[config.mk]
export PLATFORM = sky130hd
export DESIGN_NAME = tmr_unit
export DESIGN_NICKNAME = d
export VERILOG_FILES = /design/src/rtl/tmr_pkg.sv /design/src/rtl/tmr_sync_edge.sv /design/src/rtl/tmr_prescale.sv /design/src/rtl/tmr_channel.sv /design/src/rtl/tmr_unit.sv
export SDC_FILE = /design/constraint.sdc
export NUM_CORES = 1
export LEC_CHECK = 0
export BUFFER_PORTS_ARGS = -buffer_cell sky130_fd_sc_hd__buf_2
export CAP_MARGIN = 30
export CORE_ASPECT_RATIO = 1.2
export CORE_UTILIZATION = 27
export CTS_CLUSTER_DIAMETER = 60
export DETAILED_ROUTE_END_ITERATION = 12
export GPL_TIMING_DRIVEN = 0
export HOLD_SLACK_MARGIN = 0.1
export RECOVER_POWER = 100
export REMOVE_ABC_BUFFERS = 1
export SLEW_MARGIN = 0
export SYNTH_ARGS = -nofsm -noshare
export SYNTH_HDL_FRONTEND = slang
export SYNTH_SLANG_ARGS = --single-unit
[constraint.sdc]
create_clock -name clk -period 9.9 [get_ports clk]
set_input_delay 2.97 -clock clk [delete_from_list [all_inputs] [get_ports clk]]
set_output_delay 2.97 -clock clk [all_outputs]
set_load 0.05 [all_outputs]
[src/rtl/tmr_pkg.sv]
package tmr_pkg;

   // Compare action codes, held in channel setup bits 3:2
   typedef enum logic [1:0] {
      ACT_HOLD = 2'b00,
      ACT_SET  = 2'b01,
      ACT_CLR  = 2'b10,
      ACT_TGL  = 2'b11
   } cmp_act_e;

   // Register addresses
   localparam int A_CTRL    = 0;
   localparam int A_COUNT   = 1;
   localparam int A_PERIOD  = 2;
   localparam int A_DUTY    = 3;
   localparam int A_FLAGS   = 4;
   localparam int A_CH_BASE = 8;   // setup at base+2i, value at base+2i+1

   // Control register bit positions
   localparam int CB_RUN     = 0;
   localparam int CB_PWM     = 1;
   localparam int CB_EXT     = 2;
   localparam int CB_EXTFALL = 3;
   localparam int CB_PSC     = 4;

   // Channel setup width
   localparam int CH_CFG_W = 4;

endpackage

[src/rtl/tmr_sync_edge.sv]
module tmr_sync_edge #(
   parameter int STAGES = 2
) (
   input  logic clk,
   input  logic rst_n,
   input  logic din,
   output logic rise,
   output logic fall
);

   initial begin : chk_stages
      assert (STAGES >= 2) else $fatal(1, "tmr_sync_edge: STAGES must be at least 2");
   end

   logic [STAGES-1:0] sh_q;
   logic              last_q;

   always_ff @(posedge clk or negedge rst_n) begin
      if (!rst_n) begin
         sh_q   <= '0;
         last_q <= 1'b0;
      end else begin
         sh_q   <= {sh_q[STAGES-2:0], din};
         last_q <= sh_q[STAGES-1];
      end
   end

   assign rise = sh_q[STAGES-1] & ~last_q;
   assign fall = ~sh_q[STAGES-1] & last_q;

endmodule

[src/rtl/tmr_prescale.sv]
module tmr_prescale #(
   parameter int PSC_W = 7
) (
   input  logic             clk,
   input  logic             rst_n,
   input  logic             run,
   input  logic             restart,
   input  logic             ext_mode,
   input  logic             ext_evt,
   input  logic [PSC_W-1:0] psc,
   output logic             tick
);

   logic [PSC_W-1:0] pcnt_q;
   logic             wrap;

   assign wrap = (pcnt_q == psc);

   always_ff @(posedge clk or negedge rst_n) begin
      if (!rst_n)
         pcnt_q <= '0;
      else if (restart || !run || ext_mode || wrap)
         pcnt_q <= '0;
      else
         pcnt_q <= pcnt_q + 1'b1;
   end

   assign tick = run & (ext_mode ? ext_evt : wrap);

endmodule

[src/rtl/tmr_channel.sv]
module tmr_channel
   import tmr_pkg::*;
#(
   parameter int CNT_W = 16
) (
   input  logic                clk,
   input  logic                rst_n,
   input  logic                cfg_we,
   input  logic [CH_CFG_W-1:0] cfg_wdata,
   input  logic                val_we,
   input  logic [CNT_W-1:0]    val_wdata,
   input  logic                adv,
   input  logic [CNT_W-1:0]    cnt_q,
   input  logic [CNT_W-1:0]    cnt_nxt,
   input  logic                cap_rise,
   input  logic                cap_fall,
   input  logic                clr_ev,
   input  logic                clr_ovr,
   output logic [CH_CFG_W-1:0] cfg_q,
   output logic [CNT_W-1:0]    val_q,
   output logic                ev_q,
   output logic                ovr_q,
   output logic                pin_q
);

   logic     cmp_mode;
   logic     cap_evt;
   logic     match;
   cmp_act_e act;

   assign cmp_mode = cfg_q[0];
   assign act      = cmp_act_e'(cfg_q[3:2]);
   assign cap_evt  = ~cmp_mode & (cfg_q[1] ? cap_fall : cap_rise);
   assign match    = cmp_mode & adv & (cnt_nxt == val_q);

   always_ff @(posedge clk or negedge rst_n) begin
      if (!rst_n) begin
         cfg_q <= '0;
         val_q <= '0;
         ev_q  <= 1'b0;
         ovr_q <= 1'b0;
         pin_q <= 1'b0;
      end else begin
         if (cfg_we)
            cfg_q <= cfg_wdata;

         if (cap_evt)
            val_q <= cnt_q;
         else if (val_we)
            val_q <= val_wdata;

         if (cap_evt || match)
            ev_q <= 1'b1;
         else if (clr_ev)
            ev_q <= 1'b0;

         if (cap_evt && ev_q)
            ovr_q <= 1'b1;
         else if (clr_ovr)
            ovr_q <= 1'b0;

         if (match) begin
            case (act)
               ACT_SET:  pin_q <= 1'b1;
               ACT_CLR:  pin_q <= 1'b0;
               ACT_TGL:  pin_q <= ~pin_q;
               default:  pin_q <= pin_q;
            endcase
         end
      end
   end

endmodule

[src/rtl/tmr_unit.sv]
module tmr_unit
   import tmr_pkg::*;
#(
   parameter int CNT_W       = 16,
   parameter int PSC_W       = 7,
   parameter int NCH         = 2,
   parameter int SYNC_STAGES = 2,
   parameter int ADDR_W      = 4
) (
   input  logic              clk,
   input  logic              rst_n,
   input  logic              reg_we,
   input  logic [ADDR_W-1:0] reg_addr,
   input  logic [CNT_W-1:0]  reg_wdata,
   output logic [CNT_W-1:0]  reg_rdata,
   input  logic [NCH-1:0]    cap_in,
   input  logic              cnt_in,
   output logic [NCH-1:0]    cmp_out,
   output logic              pwm_out,
   output logic              irq
);

   localparam int CTRL_W = CB_PSC + PSC_W;
   localparam int FLAG_W = 1 + 2 * NCH;
   localparam int N_ADDR = A_CH_BASE + 2 * NCH;

   initial begin : chk_params
      assert (CTRL_W <= CNT_W)       else $fatal(1, "tmr_unit: control fields exceed data width");
      assert (FLAG_W <= CNT_W)       else $fatal(1, "tmr_unit: flags exceed data width");
      assert (N_ADDR <= 2 ** ADDR_W) else $fatal(1, "tmr_unit: address space too small");
      assert (NCH >= 1)              else $fatal(1, "tmr_unit: need at least one channel");
   end

   // ---------------- control and shared registers ----------------
   logic [CTRL_W-1:0] ctrl_q;
   logic [CNT_W-1:0]  cnt_q, cnt_nxt, period_q, duty_q;
   logic              ovf_q;

   logic              run, pwm_mode, ext_mode, ext_fall;
   logic [PSC_W-1:0]  psc;

   assign run      = ctrl_q[CB_RUN];
   assign pwm_mode = ctrl_q[CB_PWM];
   assign ext_mode = ctrl_q[CB_EXT];
   assign ext_fall = ctrl_q[CB_EXTFALL];
   assign psc      = ctrl_q[CB_PSC +: PSC_W];

   logic ctrl_we, cnt_we, per_we, duty_we, flags_we;
   assign ctrl_we  = reg_we && (reg_addr == ADDR_W'(A_CTRL));
   assign cnt_we   = reg_we && (reg_addr == ADDR_W'(A_COUNT));
   assign per_we   = reg_we && (reg_addr == ADDR_W'(A_PERIOD));
   assign duty_we  = reg_we && (reg_addr == ADDR_W'(A_DUTY));
   assign flags_we = reg_we && (reg_addr == ADDR_W'(A_FLAGS));

   // ---------------- tick source ----------------
   logic ext_rise, ext_fall_evt, ext_evt, tick, adv;

   tmr_sync_edge #(.STAGES(SYNC_STAGES)) u_ext_sync (
      .clk  (clk),
      .rst_n(rst_n),
      .din  (cnt_in),
      .rise (ext_rise),
      .fall (ext_fall_evt)
   );

   assign ext_evt = ext_fall ? ext_fall_evt : ext_rise;

   tmr_prescale #(.PSC_W(PSC_W)) u_psc (
      .clk     (clk),
      .rst_n   (rst_n),
      .run     (run),
      .restart (ctrl_we | cnt_we),
      .ext_mode(ext_mode),
      .ext_evt (ext_evt),
      .psc     (psc),
      .tick    (tick)
   );

   assign adv = tick & ~cnt_we;

   // ---------------- counter ----------------
   always_comb begin
      if (pwm_mode && (cnt_q == period_q))
         cnt_nxt = '0;
      else
         cnt_nxt = cnt_q + 1'b1;
   end

   always_ff @(posedge clk or negedge rst_n) begin
      if (!rst_n) begin
         ctrl_q   <= '0;
         cnt_q    <= '0;
         period_q <= '0;
         duty_q   <= '0;
         ovf_q    <= 1'b0;
      end else begin
         if (ctrl_we) ctrl_q   <= reg_wdata[CTRL_W-1:0];
         if (per_we)  period_q <= reg_wdata;
         if (duty_we) duty_q   <= reg_wdata;

         if (cnt_we)
            cnt_q <= reg_wdata;
         else if (tick)
            cnt_q <= cnt_nxt;

         if (tick && (cnt_q == '1))
            ovf_q <= 1'b1;
         else if (flags_we && reg_wdata[0])
            ovf_q <= 1'b0;
      end
   end

   // ---------------- channels ----------------
   logic [CH_CFG_W-1:0] ch_cfg [NCH];
   logic [CNT_W-1:0]    ch_val [NCH];
   logic [NCH-1:0]      ch_ev, ch_ovr;

   for (genvar i = 0; i < NCH; i++) begin : g_ch
      logic c_rise, c_fall, c_cfg_we, c_val_we;

      assign c_cfg_we = reg_we && (reg_addr == ADDR_W'(A_CH_BASE + 2 * i));
      assign c_val_we = reg_we && (reg_addr == ADDR_W'(A_CH_BASE + 2 * i + 1));

      tmr_sync_edge #(.STAGES(SYNC_STAGES)) u_cap_sync (
         .clk  (clk),
         .rst_n(rst_n),
         .din  (cap_in[i]),
         .rise (c_rise),
         .fall (c_fall)
      );

      tmr_channel #(.CNT_W(CNT_W)) u_ch (
         .clk      (clk),
         .rst_n    (rst_n),
         .cfg_we   (c_cfg_we),
         .cfg_wdata(reg_wdata[CH_CFG_W-1:0]),
         .val_we   (c_val_we),
         .val_wdata(reg_wdata),
         .adv      (adv),
         .cnt_q    (cnt_q),
         .cnt_nxt  (cnt_nxt),
         .cap_rise (c_rise),
         .cap_fall (c_fall),
         .clr_ev   (flags_we & reg_wdata[1 + i]),
         .clr_ovr  (flags_we & reg_wdata[1 + NCH + i]),
         .cfg_q    (ch_cfg[i]),
         .val_q    (ch_val[i]),
         .ev_q     (ch_ev[i]),
         .ovr_q    (ch_ovr[i]),
         .pin_q    (cmp_out[i])
      );
   end

   // ---------------- outputs ----------------
   logic [FLAG_W-1:0] flags;
   assign flags   = {ch_ovr, ch_ev, ovf_q};
   assign irq     = |flags;
   assign pwm_out = pwm_mode & (cnt_q < duty_q);

   always_comb begin
      reg_rdata = '0;
      case (reg_addr)
         ADDR_W'(A_CTRL):   reg_rdata = CNT_W'(ctrl_q);
         ADDR_W'(A_COUNT):  reg_rdata = cnt_q;
         ADDR_W'(A_PERIOD): reg_rdata = period_q;
         ADDR_W'(A_DUTY):   reg_rdata = duty_q;
         ADDR_W'(A_FLAGS):  reg_rdata = CNT_W'(flags);
         default: begin
            for (int i = 0; i < NCH; i++) begin
               if (reg_addr == ADDR_W'(A_CH_BASE + 2 * i))
                  reg_rdata = CNT_W'(ch_cfg[i]);
               if (reg_addr == ADDR_W'(A_CH_BASE + 2 * i + 1))
                  reg_rdata = ch_val[i];
            end
         end
      endcase
   end

endmodule

==> summary.md <==
| Metric | Value |
|---|---|
| Clock slew at reported path FFs | `0.06 ns` |
| Yosys top cell by area | `dfrtp_1` |
| Via density | `roughly 5.3` |
| CTS Hold Bufs | `0` |
| Latest clock arrival within the worst-skew pair | `0.43 ns` |
| H-tree level count | `4` |
| Synthesized instance count | `~870` |
| Post-Syn Area per Cell | `approximately 9.1 um^2` |
| Number of unique standard cell types used by synthesis | `64` |
| Hold crit path type | `reg2reg` |
| P_leak | `0.003685 uW` |
| Register-to-Register Setup Slack | `5.44 ns` |
| CTS Buffer Depth | `2` |
| RSZ-0062 raised after global routing | `false` |
| Post-route setup slack | `about 1.0 ns` |
| Diodes inserted | `0` |
| Slew Limit Headroom | `-83.37%` |
| Rows | `68` |
| Ports | `46` |
| Gpl congestion | `0.8950` |
| Vias in the first global route | `6673` |
| Initial antenna violation count | `0` |
| Period minus WS final | `8.880 ns` |
| Grt ovf | `0` |
| Pre-CTS WS | `~1.6 ns` |
| CTS Buf Count | `17` |
| Area contributors post-synth | `dfrtp_1, mux2_2, mux2i_1, nand2_1, o21ai_0` |
| Final wirelength | `approximately 25000 um` |
| Post-synth top area share | `38.93%` |
| Starting Density | `27.35%` |
| Seq cells post-synth | `122` |
| Required time worst endpoint | `6.93 ns` |
| EDFF count, synth | `0` |
| Area grow syn2layout | `13.42%` |
| Hpwl dp | `18490 um` |
| Hold Path Stages | `0` |
| WS Path Type | `in2out` |
| Top_reg_cell synth | `dfrtp_1` |
| Core Area | `about 29000 um^2` |
| First-pass GRT wire length | `just under 40000 um` |
| Status | `finished, violations left` |
| TritonCTS Sinks | `122` |
| Vias post-DR | `6745` |
| Area of the die | `29730 um^2` |
| Reg2Reg Launch Point | `cnt_q[2]$_DFFE_PN0P_` |
| First drt pass iteration count | `9` |
| Crit end category | `output port` |
| Pwr Total | `2249 uW` |
| Worst Path Arrival | `just under 6 ns` |
| Final hold violations | `0` |
| Drt initial violations | `just over 500` |
| Die Height | `188.7 um` |
| Sequential share of the synthesized area | `38.93%` |
| Synth Cell Area | `7841 um^2` |
| Max IR drop VDD | `0.0001220 V` |
| Syn. warnings | `0` |
| Worst min-delay path startpoint | `u_ext_sync.sh_q[0]$_DFF_PN0_` |
| Async S/R FF share, synth | `100.0%` |
| Final Slew Violations | `48` |
| Clock root buffer | `clkbuf_16` |
| P per Cell Area | `252.9 nW/um^2` |
| Failing checks | `DRC, capacitance limit, slew limit` |
| Largest net degree at the start of global routing | `76` |
| Largest fanout on the critical path | `18` |
| Resize count post-CTS | `0` |
| Tcrit/Tclk final | `89.70%` |
| Hold endpoint | `u_ext_sync.sh_q[1]$_DFF_PN0_` |
| Chip width | `roughly 160 um` |
| Clock skew | `0.008716 ns` |
| DR DRC count | `2` |
| CTS tree | `done` |
| Crit path launch type | `primary input` |
| Final setup viols | `0` |
| Reg-to-reg endpoint | `g_ch[1].u_ch.pin_q$_DFFE_PN0P_` |
| Max-Cap Viols | `2` |
| Max Freq | `0.1126 GHz` |
| Nets | `920` |
| ANT nets after route | `0` |
| Wire length per cell | `19.94 um` |
| Buffers on Ports | `45` |
| Buffer count from post-CTS setup fixing | `0` |
| R2R depth | `9` |
| GR Util All Layers | `between 10% and 20%` |
| Share of post-route cells with drive strength above 1 | `13.27%` |
| Worst-margin pin slew | `roughly 2.8 ns` |
==> cells by family after synthesis <==
group / synth area share (%)
muxes: 13.37
xor gates and xnor gates: 5.473
and+or+nand+nor: 16.50
adders and majority gates: 2.713
buffers and inverters: 5.282
AOI/OAI and AO/OA: 17.73
DFF: 38.93
==> critical path, cell delays in order <==
cell	delay [ns]
buf_2	0.38
inv_1	0.31
nor4b_1	0.86
clkbuf_1	0.37
buf_4	0.26
nand2_1	0.06
o21ai_0	0.08
a221o_1	0.13
clkbuf_1	0.47
==> placed cells by master (no fill, tap or decap), types with 12 or more instances in the layout <==
master	n
nor3_1	18
ha_1	17
a21o_1	12
xor2_1	17
xnor2_1	32
a21oi_1	46
clkbuf_16	17
nand3_1	22
inv_1	34
nand2_1	109
a22oi_1	12
o21ai_0	77
dfrtp_1	122
mux2_2	44
buf_2	24
mux2i_1	44
clkbuf_1	28
nor2_1	58
==> sequential cells by signal (all words and copies together), names as in the netlist, 4 cells and up <==
| signal | count |
|---|---|
| g_ch.u_ch.cfg_q | 8 |
| g_ch.u_ch.val_q | 32 |
| duty_q | 16 |
| u_psc.pcnt_q | 7 |
| ctrl_q | 11 |
| cnt_q | 16 |
| period_q | 16 |
| g_ch.u_cap_sync.sh_q | 4 |
==> cell type report <==
| type | count | area (um^2) |
|---|---|---|
| multi-input combinational | 645 | 4360 |
| timing repair buffer | 57 | 305.3 |
| sequential | 122 | 3053 |
| fill | 2997 | 19780 |
| inverter | 34 | 127.6 |
| tap | 385 | 481.7 |
| clock buffer | 21 | 470.5 |
| clock inverter | 10 | 95.09 |
==> cells in the mapped netlist (all sizes together), types with 2 or more instances <==
cell type    n
o32ai        7
o31ai        2
nor2b        5
a211oi       5
nor4b        4
nor2        60
nor4        12
a21o        12
o221ai       6
a211o        2
nor3        19
and3         5
a22o         3
ha          17
a22oi       12
inv         34
nor3b        4
xnor2       32
buf         25
xor2        17
nand3       22
o2111ai      2
o22ai        9
and2         4
a2111oi      3
or4          3
nand2      109
a21oi       46
nand2b       5
or3          2
a221o        7
o211ai       3
o31a         2
mux2i       44
a31oi        6
nand4       13
o21ai       77
mux4         5
and4         2
mux2        44
dfrtp      122
clkbuf      40
==> power breakdown <==
part           leakage, uW  internal [uW]  total, uW  switching, uW
registers          0.00148            636        911            275
clock network     0.000263            363        600            238
logic              0.00194            319        737            418
total              0.00369           1320       2250            931
==> layer usage <==
metal  wire (um)  GRT usage, %  vias up
met3        1192         3.128       64
met5           0             0        -
li1            -             -     3134
met4        1128         8.514        0
met1       10490         21.85     3313
met2       12590         29.59      234
==> worst max-delay path by stage <==
stage	from	endpoint
6_report	reg_addr[3]	reg_rdata[11]
5_1_grt	reg_addr[0]	reg_rdata[11]
4_1_cts	reg_addr[1]	reg_rdata[14]
3_5_place_dp	reg_addr[1]	reg_rdata[14]
3_3_place_gp	reg_addr[3]	reg_rdata[10]
2_1_floorplan	reg_addr[3]	reg_rdata[11]
==> metrics by stage <==
stage	instance area (um^2)	hold slack (ns)	utilization, %	cells	TNS, ns
3_3_place_gp	8262	0.3332	28.81	1231	-0.04206
2_1_floorplan	7555	0.3312	-	801	0
4_1_cts	9015	0.3519	31.44	1274	0
5_1_grt	8894	0.3554	31.02	1274	0
3_5_place_dp	8449	0.3381	29.47	1243	0
6_report	8894	0.3494	31.02	1274	0
Power figures use the tool's default switching activity.
